==> config.mk <==
export PLATFORM = sky130hd
export DESIGN_NAME = iso_frame_sched
export DESIGN_NICKNAME = d
export VERILOG_FILES = /design/src/rtl/iso_sched_pkg.sv /design/src/rtl/iso_frame_timer.sv /design/src/rtl/iso_alloc_table.sv /design/src/rtl/iso_slot_picker.sv /design/src/rtl/iso_frame_sched.sv
export SDC_FILE = /design/constraint.sdc
export NUM_CORES = 1
export LEC_CHECK = 0
export ABC_AREA = 1
export BUFFER_PORTS_ARGS = -buffer_cell sky130_fd_sc_hd__clkbuf_2
export CAP_MARGIN = 20
export CORE_AREA = 10 10 242 244
export CTS_CLUSTER_SIZE = 28
export DETAILED_ROUTE_END_ITERATION = 7
export DIE_AREA = 0 0 252 254
export MAX_ROUTING_LAYER = met4
export PLACE_DENSITY = 0.85
export SYNTH_ARGS = -nofsm -noshare
export SYNTH_HDL_FRONTEND = slang
export SYNTH_HIERARCHICAL = 1
export SYNTH_SLANG_ARGS = --single-unit
==> constraint.sdc <==
create_clock -name clk_i -period 12.3 [get_ports clk_i]
set_input_delay 1.845 -clock clk_i [delete_from_list [all_inputs] [get_ports clk_i]]
set_output_delay 1.845 -clock clk_i [all_outputs]
set_load 0.03 [all_outputs]
==> src/rtl/iso_sched_pkg.sv <==
package iso_sched_pkg;
  typedef enum logic [1:0] {
    HDR_NONE   = 2'd0,
    HDR_TIMING = 2'd1,
    HDR_ISO    = 2'd2,
    HDR_ASYNC  = 2'd3
  } hdr_kind_e;
endpackage

==> src/rtl/iso_frame_timer.sv <==
module iso_frame_timer #(
  parameter int FRAME_CYCLES = 12500,
  parameter int TI_CYCLES    = 16,
  parameter int CNT_W        = 14
) (
  input  logic             clk_i,
  input  logic             rst_ni,
  output logic             start_o,
  output logic             last_o,
  output logic             ti_o,
  output logic [CNT_W-1:0] left_o
);
  logic [CNT_W-1:0] cnt_q;

  always_ff @(posedge clk_i or negedge rst_ni) begin
    if (!rst_ni)     cnt_q <= '0;
    else if (last_o) cnt_q <= '0;
    else             cnt_q <= cnt_q + 1'b1;
  end

  assign start_o = (cnt_q == '0);
  assign last_o  = (cnt_q == CNT_W'(FRAME_CYCLES - 1));
  assign ti_o    = (cnt_q <  CNT_W'(TI_CYCLES));
  // cycles left in the frame, current one included
  assign left_o  = CNT_W'(FRAME_CYCLES) - cnt_q;
endmodule

==> src/rtl/iso_alloc_table.sv <==
module iso_alloc_table #(
  parameter int NUM_CH = 8,
  parameter int ID_W   = 6,
  parameter int LEN_W  = 16,
  parameter int LIMIT  = 10000
) (
  input  logic                    clk_i,
  input  logic                    rst_ni,
  input  logic                    load_i,
  input  logic                    swap_i,
  input  logic [NUM_CH-1:0]       en_i,
  input  logic [NUM_CH*ID_W-1:0]  id_i,
  input  logic [NUM_CH*LEN_W-1:0] len_i,
  output logic                    accept_o,
  output logic                    reject_o,
  output logic [NUM_CH-1:0]       act_en_o,
  output logic [NUM_CH*ID_W-1:0]  act_id_o,
  output logic [NUM_CH*LEN_W-1:0] act_len_o
);
  logic [NUM_CH-1:0]       pend_en_q, act_en_q;
  logic [NUM_CH*ID_W-1:0]  pend_id_q, act_id_q;
  logic [NUM_CH*LEN_W-1:0] pend_len_q, act_len_q;
  logic [31:0]             sum;
  logic                    fits;

  always_comb begin
    sum = '0;
    for (int i = 0; i < NUM_CH; i++)
      if (en_i[i]) sum = sum + 32'(len_i[i*LEN_W +: LEN_W]);
  end

  assign fits     = (sum <= 32'(LIMIT));
  assign accept_o = load_i & fits;
  assign reject_o = load_i & ~fits;

  always_ff @(posedge clk_i or negedge rst_ni) begin
    if (!rst_ni) begin
      pend_en_q  <= '0;
      pend_id_q  <= '0;
      pend_len_q <= '0;
    end else if (accept_o) begin
      pend_en_q  <= en_i;
      pend_id_q  <= id_i;
      pend_len_q <= len_i;
    end
  end

  // new table governs from the frame after the one it was loaded in
  always_ff @(posedge clk_i or negedge rst_ni) begin
    if (!rst_ni) begin
      act_en_q  <= '0;
      act_id_q  <= '0;
      act_len_q <= '0;
    end else if (swap_i) begin
      act_en_q  <= accept_o ? en_i  : pend_en_q;
      act_id_q  <= accept_o ? id_i  : pend_id_q;
      act_len_q <= accept_o ? len_i : pend_len_q;
    end
  end

  for (genvar i = 0; i < NUM_CH; i++) begin : g_en
    assign act_en_o[i] = act_en_q[i] & (act_len_q[i*LEN_W +: LEN_W] != '0);
  end
  assign act_id_o  = act_id_q;
  assign act_len_o = act_len_q;
endmodule

==> src/rtl/iso_slot_picker.sv <==
module iso_slot_picker #(
  parameter int NUM_CH = 8,
  parameter int IDX_W  = 3
) (
  input  logic [NUM_CH-1:0] cand_i,
  output logic              any_o,
  output logic [NUM_CH-1:0] sel_oh_o,
  output logic [NUM_CH-1:0] past_o,
  output logic [IDX_W-1:0]  sel_idx_o
);
  // past_o[i]: some candidate sits below index i
  for (genvar i = 0; i < NUM_CH; i++) begin : g_pick
    if (i == 0) begin : g_lo
      assign past_o[i] = 1'b0;
    end else begin : g_hi
      assign past_o[i] = past_o[i-1] | cand_i[i-1];
    end
    assign sel_oh_o[i] = cand_i[i] & ~past_o[i];
  end

  assign any_o = |cand_i;

  always_comb begin
    sel_idx_o = '0;
    for (int i = 0; i < NUM_CH; i++)
      if (sel_oh_o[i]) sel_idx_o = sel_idx_o | IDX_W'(i);
  end
endmodule

==> src/rtl/iso_frame_sched.sv <==
module iso_frame_sched
  import iso_sched_pkg::*;
#(
  parameter int NUM_CH       = 8,
  parameter int ID_W         = 6,
  parameter int LEN_W        = 16,
  parameter int FRAME_CYCLES = 12500,
  parameter int TI_CYCLES    = 16,
  parameter int ISO_PCT      = 80
) (
  input  logic                    clk_i,
  input  logic                    rst_ni,
  input  logic                    cfg_load_i,
  input  logic [NUM_CH-1:0]       cfg_en_i,
  input  logic [NUM_CH*ID_W-1:0]  cfg_ch_id_i,
  input  logic [NUM_CH*LEN_W-1:0] cfg_len_i,
  output logic                    cfg_accept_o,
  output logic                    cfg_reject_o,
  input  logic [NUM_CH-1:0]       iso_ready_i,
  input  logic                    async_pending_i,
  input  logic [LEN_W-1:0]        async_len_i,
  output logic                    frame_start_o,
  output logic                    ti_active_o,
  output logic [NUM_CH-1:0]       iso_grant_o,
  output logic                    async_grant_o,
  output logic                    busy_o,
  output logic                    hdr_valid_o,
  output logic [1:0]              hdr_kind_o,
  output logic [ID_W-1:0]         hdr_ch_id_o
);
  localparam int CNT_W     = $clog2(FRAME_CYCLES + 1);
  localparam int IDX_W     = (NUM_CH > 1) ? $clog2(NUM_CH) : 1;
  localparam int LIMIT_RAW = (FRAME_CYCLES * ISO_PCT) / 100;
  localparam int ROOM      = FRAME_CYCLES - TI_CYCLES;
  localparam int ISO_LIMIT = (LIMIT_RAW < ROOM) ? LIMIT_RAW : ROOM;
  localparam int CMP_W     = (LEN_W > CNT_W) ? LEN_W : CNT_W;

  logic                    f_start, f_last, f_ti;
  logic [CNT_W-1:0]        f_left;
  logic [NUM_CH-1:0]       act_en;
  logic [NUM_CH*ID_W-1:0]  act_id;
  logic [NUM_CH*LEN_W-1:0] act_len;
  logic [NUM_CH-1:0]       cand, sel_oh, past;
  logic [IDX_W-1:0]        sel_idx;
  logic                    any_cand;

  logic [LEN_W-1:0]  busy_q;
  logic [NUM_CH-1:0] done_q;
  logic              iso_open_q;
  logic              free, iso_go, async_fit, async_go;
  logic [LEN_W-1:0]  sel_len;
  logic [CMP_W-1:0]  alen_x, left_x;

  iso_frame_timer #(
    .FRAME_CYCLES(FRAME_CYCLES), .TI_CYCLES(TI_CYCLES), .CNT_W(CNT_W)
  ) u_timer (
    .clk_i, .rst_ni,
    .start_o(f_start), .last_o(f_last), .ti_o(f_ti), .left_o(f_left)
  );

  iso_alloc_table #(
    .NUM_CH(NUM_CH), .ID_W(ID_W), .LEN_W(LEN_W), .LIMIT(ISO_LIMIT)
  ) u_table (
    .clk_i, .rst_ni,
    .load_i(cfg_load_i), .swap_i(f_last),
    .en_i(cfg_en_i), .id_i(cfg_ch_id_i), .len_i(cfg_len_i),
    .accept_o(cfg_accept_o), .reject_o(cfg_reject_o),
    .act_en_o(act_en), .act_id_o(act_id), .act_len_o(act_len)
  );

  assign cand = act_en & iso_ready_i & ~done_q & {NUM_CH{iso_open_q}};

  iso_slot_picker #(.NUM_CH(NUM_CH), .IDX_W(IDX_W)) u_pick (
    .cand_i(cand), .any_o(any_cand), .sel_oh_o(sel_oh),
    .past_o(past), .sel_idx_o(sel_idx)
  );

  assign sel_len   = act_len[sel_idx*LEN_W +: LEN_W];
  assign alen_x    = CMP_W'(async_len_i);
  assign left_x    = CMP_W'(f_left);
  assign free      = ~f_ti & (busy_q == '0);
  assign iso_go    = free & any_cand;
  assign async_fit = (async_len_i != '0) & (alen_x <= left_x);
  assign async_go  = free & ~any_cand & async_pending_i & async_fit;

  always_ff @(posedge clk_i or negedge rst_ni) begin
    if (!rst_ni) begin
      busy_q     <= '0;
      done_q     <= '0;
      iso_open_q <= 1'b1;
    end else if (f_last) begin
      busy_q     <= '0;
      done_q     <= '0;
      iso_open_q <= 1'b1;
    end else if (iso_go) begin
      busy_q <= sel_len - 1'b1;
      done_q <= done_q | ~past;   // selected index and all below it
    end else if (free) begin
      iso_open_q <= 1'b0;         // nothing left to serve: close iso phase
      if (async_go) busy_q <= async_len_i - 1'b1;
    end else if (busy_q != '0) begin
      busy_q <= busy_q - 1'b1;
    end
  end

  assign frame_start_o = f_start;
  assign ti_active_o   = f_ti;
  assign iso_grant_o   = iso_go ? sel_oh : '0;
  assign async_grant_o = async_go;
  assign busy_o        = (busy_q != '0) | iso_go | async_go;
  assign hdr_valid_o   = f_start | iso_go | async_go;

  always_comb begin
    hdr_kind_o  = HDR_NONE;
    hdr_ch_id_o = '0;
    if (f_start) begin
      hdr_kind_o = HDR_TIMING;
    end else if (iso_go) begin
      hdr_kind_o  = HDR_ISO;
      hdr_ch_id_o = act_id[sel_idx*ID_W +: ID_W];
    end else if (async_go) begin
      hdr_kind_o  = HDR_ASYNC;
      hdr_ch_id_o = '1;
    end
  end
endmodule

==> summary.md, run 1 <==
| Metric | Value |
|---|---|
| Final Cycle Share | `0.985` |
| DP HPWL | `68800 um` |
| Data required time at the worst endpoint | `10.45 ns` |
| Antenna viol nets, final | `0` |
| Run status | `finished, violations left` |
| Total CTS buffers | `39` |
| Arrival @ worst endpoint | `10.28 ns` |
| FF-to-FF Start | `u_table/act_len_o[13]` |
| Start-to-end type of the worst setup path | `input pin to output pin` |
| Number of ports placed on the die boundary | `235` |
| Overflow left after global routing | `0` |
| Yosys top cell area share | `0.343` |
| Final critical-path required period | `12.12 ns` |
| Clock Sinks | `407` |
| Sequential cell area | `10200 um2` |
| H-tree Lvls | `2` |
| Final estimated routing congestion in global placement | `0.965` |
| Fill cell count | `4440` |
| Hold Path Class | `flop to flop` |
| Capturing point of the worst reg2reg path | `busy_q[12]` |
| Clock latency on the worst-skew pair | `0.56 ns` |
| Share of cells above drive strength 1 | `0.206` |
| Nets | `5025` |
| Global-route usage over all layers | `0.292` |
| Sum of negative setup slack | `0 ns` |
| Setup repair after global routing missed its margin | `true` |
| Most frequently used flop master after synthesis | `sky130_fd_sc_hd__dfrtp_1` |
| DRC violation count after routing | `10` |
| Final Hold Fails | `0` |
| Syn_area_per_cell | `6.90 um2` |
| Cell at the root of the clock tree | `sky130_fd_sc_hd__clkbuf_16` |
| Maximum number of pins on one net before global-route repair | `135` |
| Flops & latches, synth | `407` |
| Number of nets produced by synthesis | `4645` |
| Initial Util | `0.553` |
| Share of the yosys chip area belonging to registers | `0.344` |
| Largest area contributor in the synthesized netlist | `sky130_fd_sc_hd__dfrtp_1` |
| Via-per-instance ratio | `5.58` |
| Relative slew slack | `0.342` |
| Via count of the routed design | `30100` |
| Setup slack at placement | `-0.501 ns` |
| Max-capacitance violation count | `0` |
| Final worst-path setup slack | `0.179 ns` |
| Die Width | `252 um` |
| Crit-path max cell delay | `0.54 ns` |
| Clock skew | `0.0259 ns` |
| Worst setup slack for register-to-register paths | `7.12 ns` |
| Element type at the critical path end | `output pin` |
| Total Die Area | `64000 um2` |
| Max Freq | `0.0825 GHz` |
| Cell count of the worst reg-to-reg path | `26` |
| Area of the mapped netlist | `29600 um2` |
| Multi-input logic area | `17600 um2` |
| Cell with the largest stage delay on the worst path | `sky130_fd_sc_hd__fa_2` |
| Number of warning messages in the yosys log | `6` |
| Final setup fails | `0` |
| Routed wire length per instance | `17.7 um` |
| CORE AREA | `53600 um2` |
| Antenna violations before repair | `3` |
| Clock tree from TritonCTS | `done` |
| Distinct cell type count of the synthesized netlist | `60` |
| Overall die height | `254 um` |
| Most used cells in the layout excluding fill and tap cells | `sky130_fd_sc_hd__nand2_1 (1191), sky130_fd_sc_hd__inv_1 (627), sky130_fd_sc_hd__dfrtp_1 (406), sky130_fd_sc_hd__nand3_1 (367), sky130_fd_sc_hd__buf_4 (285)` |
| Most common cell after layout, fill and taps aside | `sky130_fd_sc_hd__nand2_1` |
| Fraction of registers with async set/reset | `1.00` |
| Maximum clock path buffer count | `3` |
| Power density normalized to cell area | `177 nW/um2` |
| Number of DRC violations after detailed-routing iteration 0 | `3286` |
| Count of TritonRoute iterations in the first routing pass | `8` |
| Leakage power | `0.0188 uW` |
| Worst-case hold path end point | `u_table/act_id_o[24]` |
| Worst hold path startpoint | `u_table/act_id_o[24]` |
| Final Slew Violations | `0` |
| Worst ir drop on vdd | `0.146 mV` |
| Cells taking the most area after synthesis | `sky130_fd_sc_hd__dfrtp_1 (34%), sky130_fd_sc_hd__nand2_1 (16%), sky130_fd_sc_hd__inv_1 (8.1%), sky130_fd_sc_hd__nand3_1 (6.5%), sky130_fd_sc_hd__ha_1 (5.6%)` |
| Hold path cells | `2` |
| Most repeated library cell on the critical path | `sky130_fd_sc_hd__nand2_1` |
| Clock-pin slew on the worst setup and hold paths | `0.06 ns` |
| Number of port buffers | `234` |
| Row Count | `85` |
| Syn-to-layout area delta | `21.4%` |
| Transition at the pin with the smallest max-transition slack | `0.987 ns` |
| Via count of the first global-routing pass | `28100` |
| Type of element launching the critical path | `input pin` |
| Failing checks | `DRC` |
| Global-route wire length before repair | `147000 um` |
| Routed wire length | `95500 um` |
| Post-synth EDFFs | `0` |
| Largest fanout on the critical path | `4` |
| Cells after synthesis | `4294` |
## cell families (layout without fill, tap and decap cells)
group                    Yosys count  in the layout  synth area share
adder cells (fa/ha/maj)          139            139            0.0605
AND/OR/NAND/NOR                 2475           2475             0.387
AO/OA/AOI/OAI                    339            339            0.0643
flip-flops                       407            407             0.344
XOR/XNOR                          83             83            0.0245
other                              1              4          0.000127
buffers and inverters            850           1254             0.119
## worst max-delay path by stage
stage / from / end / slack (ns) / depth (start not counted)
final: cfg_len_i[0] / cfg_reject_o / 0.18 / 62
after global routing: cfg_len_i[0] / cfg_reject_o / -0.28 / 65
after CTS: cfg_len_i[0] / cfg_reject_o / 0.0003 / 67
after detailed placement: cfg_len_i[0] / cfg_reject_o / -0.50 / 61
after global placement: cfg_len_i[0] / cfg_reject_o / -0.34 / 64
after floorplan: cfg_en_i[0] / cfg_accept_o / 0.03 / 64
## sequential cells by signal, indices dropped and copies added, names as in the netlist
signal,count
u_table/act_en_q,8
u_table/act_len_o,128
u_table/pend_en_q,8
u_table/pend_id_q,48
busy_q,16
u_table/pend_len_q,128
iso_open_q,1
done_q,8
u_table/act_id_o,48
u_timer/cnt_q,14
## synthesized netlist by cell type, drive strengths merged, types with 2 or more instances
cell	instances
nand3b	6
o21a	4
a31oi	7
a221oi	12
o21ai	120
o211ai	4
a21boi	7
a21o	6
a21oi	153
xor2	54
buf	114
o21bai	7
dfrtp	406
clkinv	5
o2111ai	2
nand2	1275
and2	205
nor4	39
nor3	24
nor2	292
fa	7
inv	655
ha	132
xnor2	29
a41oi	9
nand3	401
o22ai	2
and3	2
or2	13
nand4	218
clkbuf	75
a32o	2
## cell type report
class                   count  area share
diodes                      3    0.000209
inverters                 661      0.0696
repair buffers            528      0.0973
well taps                 696      0.0242
flip-flops and latches    407       0.283
clock buffers              51      0.0298
clock inverters            14     0.00598
multi-input cells        3037       0.490
## layer usage
| metal | vias up | wire length, um | GRT usage |
|---|---|---|---|
| li1 | 14400 | - | - |
| met1 | 14100 | 40700 | 0.394 |
| met2 | 1322 | 43800 | 0.449 |
| met3 | 214 | 7980 | 0.0414 |
| met4 | 0 | 3010 | 0.0931 |
| met5 | - | 0 | - |
## worst max-delay path: cells and delay by family
| kind | cells | cell delay, ns |
|---|---|---|
| xor gates and xnor gates | 5 | 0.79 |
| adders and majority gates | 8 | 2.34 |
| AOI/OAI and AO/OA | 13 | 1.93 |
| and+or+nand+nor | 23 | 2.24 |
| buffers and inverters | 13 | 1.14 |
## metrics by stage
step	utilization	cells	hold slack, ns	total power, uW	area (um2)
after floorplan	-	4294	0.449	3700	29700
after global placement	0.611	5299	0.463	4520	32800
after detailed placement	0.611	5299	0.466	4570	32800
after CTS	0.643	5367	0.482	5920	34500
after global routing	0.671	5397	0.498	6770	36000
final	0.671	5397	0.480	6360	36000
## what timing repair did
action | 4_1_cts | 5_1_grt
gates resized for setup | 82 | 256
cloned | 0 | 0
pin swaps | 11 | 107
hold buffers | 0 | 0
setup endpoints to repair | 2 | 356
buffers inserted | 3 | 26
## power by group
group | internal (uW) | total, uW | switching [uW]
Clock | 701 | 1230 | 529
Sequential | 1590 | 1660 | 72.1
Combinational | 1450 | 3460 | 2010
No activity file was read; power rests on OpenSTA's default activity.
==> run 2: changes to the inputs <==
- CORE_AREA: 10 10 242 244 -> 10 10 240 242
- CTS_BUF_LIST: unset -> sky130_fd_sc_hd__clkbuf_2
- DIE_AREA: 0 0 252 254 -> 0 0 250 252
- PLACE_DENSITY: 0.85 -> 0.87
==> run 2 against run 1 <==
The run now ends clean. Sequential share of layout area grew 0.28 points. Critical path depth down 2. Critical path type unchanged. Largest cell class unchanged. Total power down 5.4%. Sequential power barely moved. Die area fell by 1.6%. Worst hold slack improved by 0.010 ns. Largest power group unchanged. Cell count grew 1.5%. Clock power shrank 29%.
==> summary.md, run 2 (synthesis gave the netlist of run 1 again) <==
| Metric | Value |
|---|---|
| Maximum clock path buffer count | `3 (unchanged)` |
| Start-to-end type of the worst setup path | `input pin to output pin` |
| Total Die Area | `63000 um2 (-1.6%)` |
| Top cell family by delay on the critical path | `adder cells` |
| Number of ports placed on the die boundary | `235 (unchanged)` |
| Power density normalized to cell area | `169 nW/um2 (-4.4%)` |
| Hold path cells | `2 (unchanged)` |
| Final estimated routing congestion in global placement | `0.965 (unchanged)` |
| Clock-pin slew on the worst setup and hold paths | `0.09 ns (+0.03 ns)` |
| Nets | `5060 (+0.70%)` |
| Routed wire length per instance | `17.7 um (about the same)` |
| Worst-case hold path end point | `u_table/act_id_o[20]` |
| Via count of the first global-routing pass | `28600 (+1.8%)` |
| Final setup fails | `0 (unchanged)` |
| Share of cells above drive strength 1 | `0.226 (+0.0199)` |
| Number of buffers inserted for hold repair after clock tree synthesis | `0 (unchanged)` |
| Element type at the critical path end | `output pin` |
| Cell with the largest stage delay on the worst path | `sky130_fd_sc_hd__fa_2` |
| Transition at the pin with the smallest max-transition slack | `1.07 ns (+0.0857 ns)` |
| Final Slew Violations | `0 (unchanged)` |
| Antenna violations before repair | `2 (-1)` |
| Overall power after layout | `6020 uW (-5.4%)` |
| Overall die height | `252 um (-0.79%)` |
| Number of buffer and inverter instances along the worst setup path | `12 (-1)` |
| Leakage power | `0.0187 uW (-0.17%)` |
| DRC violation count after routing | `0 (-10)` |
| Worst hold path startpoint | `u_table/act_id_o[20]` |
| Antenna viol nets, final | `0 (unchanged)` |
| Number of DRC violations after detailed-routing iteration 0 | `3173 (-3.4%)` |
| Arrival @ worst endpoint | `10.31 ns (+0.03 ns)` |
| Via-per-instance ratio | `5.61 (+0.56%)` |
| Most used cells in the layout excluding fill and tap cells | `sky130_fd_sc_hd__nand2_1 (1184), sky130_fd_sc_hd__inv_1 (622), sky130_fd_sc_hd__dfrtp_1 (406), sky130_fd_sc_hd__clkbuf_2 (375), sky130_fd_sc_hd__nand3_1 (364)` |
| Number of port buffers | `234 (unchanged)` |
| Row Count | `84 (-1.2%)` |
| Crit-path max cell delay | `0.54 ns (about the same)` |
| Worst setup slack for register-to-register paths | `7.34 ns (+0.22 ns)` |
| Setup repair after global routing missed its margin | `true` |
| Initial Util | `0.565 (+0.0122)` |
| Clock latency on the worst-skew pair | `1.11 ns (+0.55 ns)` |
| Die Width | `250 um (-0.79%)` |
| Most common cell after layout, fill and taps aside | `sky130_fd_sc_hd__nand2_1` |
| Post-route cell area | `35600 um2 (-0.97%)` |
| Total CTS buffers | `95 (+140%)` |
| Cell area after placement | `32600 um2 (-0.57%)` |
| Type of element launching the critical path | `input pin` |
| FF-to-FF Start | `u_table/act_len_o[71]` |
| Fraction of the core area covered by cells at the end of the flow | `0.679 (+0.00814)` |
| Count of TritonRoute iterations in the first routing pass | `7 (-1)` |
| Clock Sinks | `407 (unchanged)` |
| CORE AREA | `52400 um2 (-2.2%)` |
| Final critical-path required period | `12.15 ns (+0.0315 ns)` |
| Final Cycle Share | `0.988 (+0.00256)` |
| Maximum number of pins on one net before global-route repair | `155 (+15%)` |
| Global-route usage over all layers | `0.294 (+0.00224)` |
| Overflow left after global routing | `0 (unchanged)` |
| Cell count of the worst reg-to-reg path | `28 (+7.7%)` |
| Cell at the root of the clock tree | `sky130_fd_sc_hd__clkbuf_2` |
| DP HPWL | `68500 um (-0.44%)` |
| Run status | `completed` |
| H-tree Lvls | `3 (+1)` |
| Worst ir drop on vdd | `0.254 mV (+74%)` |
| Relative slew slack | `0.285 (-0.0572)` |
| Fill cell count | `4326 (-2.6%)` |
| Clock skew | `0.127 ns (+0.101 ns)` |
| Via count of the routed design | `30700 (+2.0%)` |
| Routed wire length | `96800 um (+1.4%)` |
| Largest fanout on the critical path | `5 (+1)` |
| Syn-to-layout area delta | `20.2%` |
| Hold Path Class | `flop to flop` |
| Max Freq | `0.0823 GHz (-0.26%)` |
| Clock tree from TritonCTS | `done` |
| Global-route wire length before repair | `148000 um (+1.0%)` |
| Max-capacitance violation count | `0 (unchanged)` |
| Data required time at the worst endpoint | `10.45 ns (about the same)` |
| Capturing point of the worst reg2reg path | `busy_q[12]` |
| Final Hold Fails | `0 (unchanged)` |
| Most repeated library cell on the critical path | `sky130_fd_sc_hd__nand2_1` |
## run 2: per-layer routing
metal  global-route usage  vias to the layer above  part of all wire
li1                     -                    14500                 -
met1                0.391                    14300              0.42
met2                0.453                     1564              0.46
met3               0.0478                      278             0.088
met4               0.0983                        0             0.035
met5                    -                        -                 0
## run 2: final cells by class
type                    instances  area, um2  share of cell area
multi-input cells            3037      17900               0.502
flip-flops and latches        407      10200               0.286
repair buffers                507       3330              0.0935
inverters                     661       2500              0.0703
well taps                     688        861              0.0242
clock buffers                 145        726              0.0204
clock inverters                28        135             0.00379
diodes                          3       7.51            0.000211
## run 2: per-stage QoR
stage          hold slack (ns)  worst slack (ns)  setup TNS [ns]  std cells
6_report                 0.490             0.147               0       5476
5_1_grt                  0.506            -0.283          -0.562       5475
4_1_cts                  0.491           0.00524               0       5442
3_5_place_dp             0.466            -0.452          -13.84       5266
3_3_place_gp             0.463            -0.323          -0.610       5266
2_1_floorplan            0.449            0.0260               0       4294
## run 2: how the worst max path moves through the flow
stage / startpoint / end / slack (ns) / cells after the start
after floorplan: cfg_en_i[0] / cfg_accept_o / 0.03 / 64
after CTS: cfg_en_i[0] / cfg_reject_o / 0.005 / 63
after global placement: cfg_en_i[0] / cfg_accept_o / -0.32 / 64
after detailed placement: cfg_en_i[0] / cfg_accept_o / -0.45 / 64
final: cfg_en_i[0] / cfg_reject_o / 0.15 / 60
after global routing: cfg_en_i[0] / cfg_accept_o / -0.28 / 62
## run 2: where the power goes
group / leakage, uW / internal, uW / total (uW) / switching [uW]
logic: 0.0141 / 1440 / 3480 / 2040
clock network: 0.000665 / 317 / 878 / 561
registers: 0.00397 / 1590 / 1660 / 71.9
## run 2: what timing repair did
action                                  CTS  global route
buffers inserted                          3            30
gates cloned                              0             0
resized for setup                        72           303
endpoints found under the setup margin    2             2
pin swaps                                10           132
## run 2: worst reg2reg max path: cells and delay by family, from the launching register on
family	cells	cell delay (ns)
AND/OR/NAND/NOR	20	2.41
buffers and inverters	6	1.22
AO/OA/AOI/OAI	1	0.48
flip-flops	1	0.43
adder cells (fa/ha/maj)	1	0.21
